[src/rtl/scan_ir_pkg.sv]
package scan_ir_pkg;
  localparam int IR_W = 8;

  typedef enum logic [1:0] {
    DSEL_BYPASS = 2'd0,
    DSEL_BOUND  = 2'd1,
    DSEL_IDENT  = 2'd2,
    DSEL_BCTRL  = 2'd3
  } dsel_e;

  typedef enum logic [1:0] {
    MODE_NORMAL  = 2'd0,
    MODE_TEST    = 2'd1,
    MODE_MODTEST = 2'd2
  } mode_e;

  typedef struct packed {
    dsel_e dsel;
    mode_e mode;
  } decode_t;

  localparam logic [IR_W-1:0] CAPTURE_PAT = 8'h01;
  localparam logic [IR_W-1:0] RESET_OP    = 8'h81;
endpackage

[src/rtl/ir_shift_stage.sv]
module ir_shift_stage #(
  parameter int W = 8,
  parameter logic [W-1:0] CAP = '0
) (
  input  logic         clk,
  input  logic         rst,
  input  logic         capture,
  input  logic         shift,
  input  logic         din,
  output logic [W-1:0] q,
  output logic         sout
);
  logic [W-1:0] stage_q;

  always_ff @(posedge clk) begin
    if (rst)          stage_q <= CAP;
    else if (capture) stage_q <= CAP;
    else if (shift)   stage_q <= {din, stage_q[W-1:1]};
  end

  assign q    = stage_q;
  assign sout = stage_q[0];
endmodule

[src/rtl/ir_parity_check.sv]
module ir_parity_check #(
  parameter int W = 8
) (
  input  logic [W-1:0] word,
  output logic         even
);
  assign even = ~(^word);
endmodule

[src/rtl/ir_opcode_decode.sv]
module ir_opcode_decode
  import scan_ir_pkg::*;
(
  input  logic [IR_W-1:0] opcode,
  input  logic            even,
  output decode_t         dec
);
  always_comb begin
    dec = '{dsel: DSEL_BYPASS, mode: MODE_NORMAL};
    if (even) begin
      case (opcode)
        8'h00: dec = '{dsel: DSEL_BOUND,  mode: MODE_TEST};
        8'h81: dec = '{dsel: DSEL_IDENT,  mode: MODE_NORMAL};
        8'h82: dec = '{dsel: DSEL_BOUND,  mode: MODE_NORMAL};
        8'h06: dec = '{dsel: DSEL_BYPASS, mode: MODE_MODTEST};
        8'h87: dec = '{dsel: DSEL_BYPASS, mode: MODE_TEST};
        8'h09: dec = '{dsel: DSEL_BYPASS, mode: MODE_NORMAL};
        8'h0A: dec = '{dsel: DSEL_BOUND,  mode: MODE_NORMAL};
        8'h8B: dec = '{dsel: DSEL_BOUND,  mode: MODE_TEST};
        8'h0C: dec = '{dsel: DSEL_BOUND,  mode: MODE_NORMAL};
        8'h8D: dec = '{dsel: DSEL_BYPASS, mode: MODE_TEST};
        8'h8E: dec = '{dsel: DSEL_BCTRL,  mode: MODE_NORMAL};
        8'h0F: dec = '{dsel: DSEL_BCTRL,  mode: MODE_TEST};
        default: dec = '{dsel: DSEL_BYPASS, mode: MODE_NORMAL};
      endcase
    end
  end
endmodule

[src/rtl/scan_instr_decoder.sv]
module scan_instr_decoder
  import scan_ir_pkg::*;
(
  input  logic       tck,
  input  logic       rst,
  input  logic       capture_ir,
  input  logic       shift_ir,
  input  logic       update_ir,
  input  logic       tdi,
  output logic       tdo,
  output logic [1:0] dsel,
  output logic [1:0] mode,
  output logic       parity_ok
);
  logic [IR_W-1:0] stage;
  logic            stage_even;
  decode_t         stage_dec;

  decode_t         dec_q;
  logic            even_q;

  ir_shift_stage #(.W(IR_W), .CAP(CAPTURE_PAT)) u_stage (
    .clk     (tck),
    .rst     (rst),
    .capture (capture_ir),
    .shift   (shift_ir),
    .din     (tdi),
    .q       (stage),
    .sout    (tdo)
  );

  ir_parity_check #(.W(IR_W)) u_par (
    .word (stage),
    .even (stage_even)
  );

  ir_opcode_decode u_dec (
    .opcode (stage),
    .even   (stage_even),
    .dec    (stage_dec)
  );

  // Decode registered on the falling edge while in update
  always_ff @(negedge tck) begin
    if (rst) begin
      dec_q  <= '{dsel: DSEL_IDENT, mode: MODE_NORMAL};
      even_q <= ~(^RESET_OP);
    end else if (update_ir) begin
      dec_q  <= stage_dec;
      even_q <= stage_even;
    end
  end

  assign dsel      = dec_q.dsel;
  assign mode      = dec_q.mode;
  assign parity_ok = even_q;
endmodule

[config.mk]
export PLATFORM = sky130hd
export DESIGN_NAME = scan_instr_decoder
export DESIGN_NICKNAME = d
export VERILOG_FILES = /design/src/rtl/scan_ir_pkg.sv /design/src/rtl/ir_shift_stage.sv /design/src/rtl/ir_parity_check.sv /design/src/rtl/ir_opcode_decode.sv /design/src/rtl/scan_instr_decoder.sv
export SDC_FILE = /design/constraint.sdc
export NUM_CORES = 1
export LEC_CHECK = 0
export ABC_AREA = 1
export CELL_PAD_IN_SITES_DETAIL_PLACEMENT = 1
export CELL_PAD_IN_SITES_GLOBAL_PLACEMENT = 2
export CORE_UTILIZATION = 25
export DETAILED_ROUTE_END_ITERATION = 10
export GPL_ROUTABILITY_DRIVEN = 0
export PLACE_DENSITY_LB_ADDON = 0.1
export SYNTH_ARGS = -nofsm -noshare
export SYNTH_HDL_FRONTEND = slang
export SYNTH_HIERARCHICAL = 1
export SYNTH_SLANG_ARGS = --single-unit
[constraint.sdc]
create_clock -name tck -period 1.21 [get_ports tck]
set_input_delay 0.242 -clock tck [delete_from_list [all_inputs] [get_ports tck]]
set_output_delay 0.242 -clock tck [all_outputs]
set_load 0.05 [all_outputs]
-- After elaboration in Yosys (flattened, before gate mapping)
Index checks and enable logic that the tools add are counted.
- bits in read-only memories: 0
- input port bits: 6
- output and inout bits: 6
- register bits: 13
- latch bits: 0
- memories kept: 0
- RAM bits: 0
- word-level logic and storage cells: 23
- equality and inequality tests: 10
- shift operators: 0
- bitwise logic cells: 1
- multiply operators: 0
- reductions and logical operators: 6
- $lt $le $gt $ge: 0
- multiplexer cells: 2
- add/sub/neg operators: 0
- divide/modulo/power cells: 0
- operators by type and width (operator ; number):
    equality test 8 bit (second input constant) ; 6
    one-hot mux 4 bit (7 select lines) ; 1
    equality test 8 x 4 -> 1 bit (second input constant) ; 3
    equality test 8 x 3 -> 1 bit (second input constant) ; 1
    zero test 8 bit ; 1
    XOR reduction 8 bit ; 1
    OR reduction 2 bit ; 3
    2-to-1 mux 4 bit ; 1
    OR reduction 3 bit ; 1
    NOT 1 bit ; 1

-- Depth between registers and ports, before layout
Gate-level depths: netlist (run 1).
- depth after elaboration: 4
- mapped depth: 15
- depth with buffers taken out: 14

-- Cells and area by module
The synthesis (run 1) kept the hierarchy.
- by module, submodules not included (module ; sequential area each (sq um) ; area an instance (sq um) ; times used ; cells each):
    ir_shift_stage ; 160.2 ; 367.9 ; 1 ; 51
    ir_opcode_decode ; 0.0 ; 297.8 ; 1 ; 61
    scan_instr_decoder ; 100.1 ; 214.0 ; 1 ; 30
    ir_parity_check ; 0.0 ; 145.1 ; 1 ; 37

==> impl_metrics.env, run 1 <==
export IMPL_rsz0062_at_grt="yes"
export IMPL_area_growth_synth_to_final_pct=50.4
export IMPL_io_buffers=11
export IMPL_nets=221
export IMPL_ir_drop_mv=0.655
export IMPL_io_pins=12
export IMPL_pwr_density_cell_mw_per_mm2=842
export IMPL_critPathMaxStageDelay_ps=420
export IMPL_cts_hold_buf=0
export IMPL_drc=0
export IMPL_yosys_top_cells_area="dfxtp_1 (25%), nand2_1 (25%), nor2_1 (12%)"
export IMPL_p_sw_share_pct=33.3
export IMPL_grt_total_usage_pct=14.0
export IMPL_start_util_pct=27.0
export IMPL_clkTransAtPathRegs_ps=60
export IMPL_yosysWarnings=6
export IMPL_drv_slew=0
export IMPL_crit_path_max_fanout=8
export IMPL_netlist_instances=179
export IMPL_cts_buffer_depth=2
export IMPL_die_area_sq_mm=0.00436
export IMPL_die_h_um=66.0
export IMPL_core_area_sq_mm=0.00380
export IMPL_postSynthAreaPerCell_sq_um=5.72
export IMPL_cts_max_level=1
export IMPL_hold_viol_final=0
export IMPL_p_switching_mw=0.433
export IMPL_synth_nets=185
export IMPL_dpl_worst_slack_ps=-927
export IMPL_cts_tree="done"
export IMPL_route_vias_total=1117
export IMPL_drt_iter0_markers=46
export IMPL_ant_nets=0
export IMPL_path_class="reg -> reg"
export IMPL_crit_chain="nor2_1 -> nor2_1 -> nand2_1 -> nand2_1 -> nand2_2 -> nand2_4 -> inv_2 -> a31oi_1 -> inv_1 -> nand2_2 -> nand2_2 -> nor2_1"
export IMPL_cp_slowest_cell="dfxtp_4"
export IMPL_synth_seq_area_share_pct=25.4
export IMPL_critPathLaunchType="register"
export IMPL_place_area_sq_mm=0.00135
export IMPL_comb_power_share_pct=29.7
export IMPL_antenna_cells=0
export IMPL_setup_viol=11
export IMPL_seqPwrFrac_pct=36.5
export IMPL_holdWs_ps=484
export IMPL_tns_ps=-5670
export IMPL_synth_cell_area_sq_mm=0.00102
export IMPL_grt_pass1_wl_mm=4.80
export IMPL_dr_pass1_iters=4
export IMPL_p_clk_share_pct=33.9
export IMPL_critPathArrivalTime_ps=1590
export IMPL_end_kind="register"
export IMPL_slew_headroom_pct=85.2
export IMPL_die_w_um=66.0
export IMPL_p_leak_nw=0.770
export IMPL_p_int_mw=0.866
export IMPL_fin_skew_ps=74.1
export IMPL_grt_overflow=0
export IMPL_worst_pin_slew_ps=222
export IMPL_dpl_hpwl_mm=2.07
export IMPL_finalWorstSetupSlack_ps=-750
export IMPL_critPathRequiredTime_ps=840
export IMPL_ys_seq_elements=13
export IMPL_violations="setup timing"
export IMPL_drv_cap=0
export IMPL_design_area_sq_mm=0.00154
export IMPL_post_drt_wl_per_cell_um=10.5
export IMPL_yosysUniqueCellTypes=20
export IMPL_numCtsBuffers=3
export IMPL_grt_max_degree=10
export IMPL_wl_mm=2.75
export IMPL_antenna_found_initial=0
export IMPL_grt_pass1_vias=1171
export IMPL_synth_top_area_share_pct=25.4
export IMPL_cts_sinks=13
export IMPL_synth_area_leader_cell="dfxtp_1"
export IMPL_drive_above_1_share_pct=46.3
export IMPL_hold_path_class="reg -> reg"
export IMPL_insertion_delay_ps=310
export IMPL_vias_per_cell=4.26
export IMPL_root_buffer="clkbuf_8"
export IMPL_rows=22
export IMPL_status="finished, violations left"
==> what timing repair did <==
action                                  4_1_cts  5_1_grt
setup buffers                                 2        3
endpoints found under the setup margin       10       10
gates resized for setup                      21       28
pin swaps                                     1       10
==> critical path, delay by kind of cell, from the launching register on <==
kind | cells | cell delay, ps
AND/OR/NAND/NOR | 9 | 680
flip-flops | 1 | 420
AO/OA/AOI/OAI | 1 | 140
buffers and inverters | 2 | 110
==> per-stage QoR <==
stage          total power [mW]  utilization [%]  instances
2_1_floorplan             0.722                -        179
5_1_grt                    1.41             40.6        262
4_1_cts                    1.29             38.4        259
3_5_place_dp              0.856             35.4        249
6_report                   1.30             40.6        262
3_3_place_gp              0.848             35.4        249
==> per-layer routing <==
| metal | share of wire (%) | up-vias | routed length [um] | GRT usage [%] |
|---|---|---|---|---|
| met3 | 2.2 | 0 | 61 | 2.41 |
| met4 | 0 | 0 | 0 | 4.79 |
| met2 | 49 | 10 | 1360 | 23.7 |
| li1 | - | 589 | - | - |
| met5 | 0 | - | 0 | 0 |
| met1 | 48 | 518 | 1330 | 17.8 |
==> registers in the layout, summed over array words and instances, names as in the netlist <==
signal / flops
u_stage/q: 8
parity_ok: 1
mode: 2
dsel: 2
==> cell usage after synthesis <==
master   instances
nand2_1         67
nor2_1          34
inv_1           27
dfxtp_1         13
nand2_2         10
inv_2            5
nand3_1          4
nor2_2           3
nor2_4           3
buf_6            2
nand2_4          2
a21oi_1          1
a31oi_1          1
buf_4            1
buf_8            1
inv_4            1
nand3_2          1
nor2_8           1
o22ai_1          1
xnor2_1          1
==> power groups by stage <==
stage	clock network, mW	registers, mW	logic (mW)
after floorplan	0.0305	0.519	0.173
after global placement	0.0305	0.487	0.330
after detailed placement	0.0305	0.488	0.337
after CTS	0.464	0.476	0.346
after global routing	0.508	0.477	0.425
final	0.440	0.473	0.385
==> final timing paths <==
kind                                    from  slack, ps       to  depth (start not counted)
worst min register to register       mode[1]        480  mode[1]                          2
worst max register to register  u_stage/q[2]       -750  dsel[0]                         12
worst max-delay path            u_stage/q[2]       -750  dsel[0]                         12
worst min-delay path                 mode[1]        480  mode[1]                          2
==> cell usage in the layout (no fill, tap or decap) <==
master	count
a21oi_1	1
a31oi_1	1
buf_12	6
buf_4	18
buf_6	2
clkbuf_8	3
clkdlybuf4s50_1	5
clkinv_1	1
dfxtp_2	1
dfxtp_4	12
inv_1	21
inv_2	14
inv_4	2
nand2_1	51
nand2_2	24
nand2_4	4
nand3_1	3
nand3_2	2
nor2_1	30
nor2_2	7
nor2_4	3
nor2_8	1
o22ai_1	1
xnor2_1	1
==> kinds of logic (layout without fill, tap and decap cells) <==
| family | count (synthesis) | in the layout | share of synthesized area [%] |
|---|---|---|---|
| and+or+nand+nor | 125 | 125 | 55.3 |
| buffers and inverters | 37 | 72 | 16.7 |
| DFF | 13 | 13 | 25.4 |
| AOI/OAI and AO/OA | 3 | 3 | 1.71 |
| xor gates and xnor gates | 1 | 1 | 0.855 |
==> area by class of cell <==
class	count	area, sq um
fillers	507	2260
multi-input cells	129	658
repair buffers	31	328
flip-flops and latches	13	307
inverters	32	125
well taps	48	60.1
clock buffers	3	41.3
clock inverters	6	22.5
Power figures use the tool's default switching activity.
==> inputs of run 2 (changes only) <==
GPL_ROUTABILITY_DRIVEN = unset   (was 0)
GPL_TIMING_DRIVEN = 1   (was unset)
==> results of run 2 <==
Final layout, timing and power as in run 1 (identical DEF).
==> inputs of run 3 (changes only) <==
ABC_CLOCK_PERIOD_IN_PS = 1210   (was unset)
==> results of run 3 <==
Final layout, timing and power as in run 1 (identical DEF).
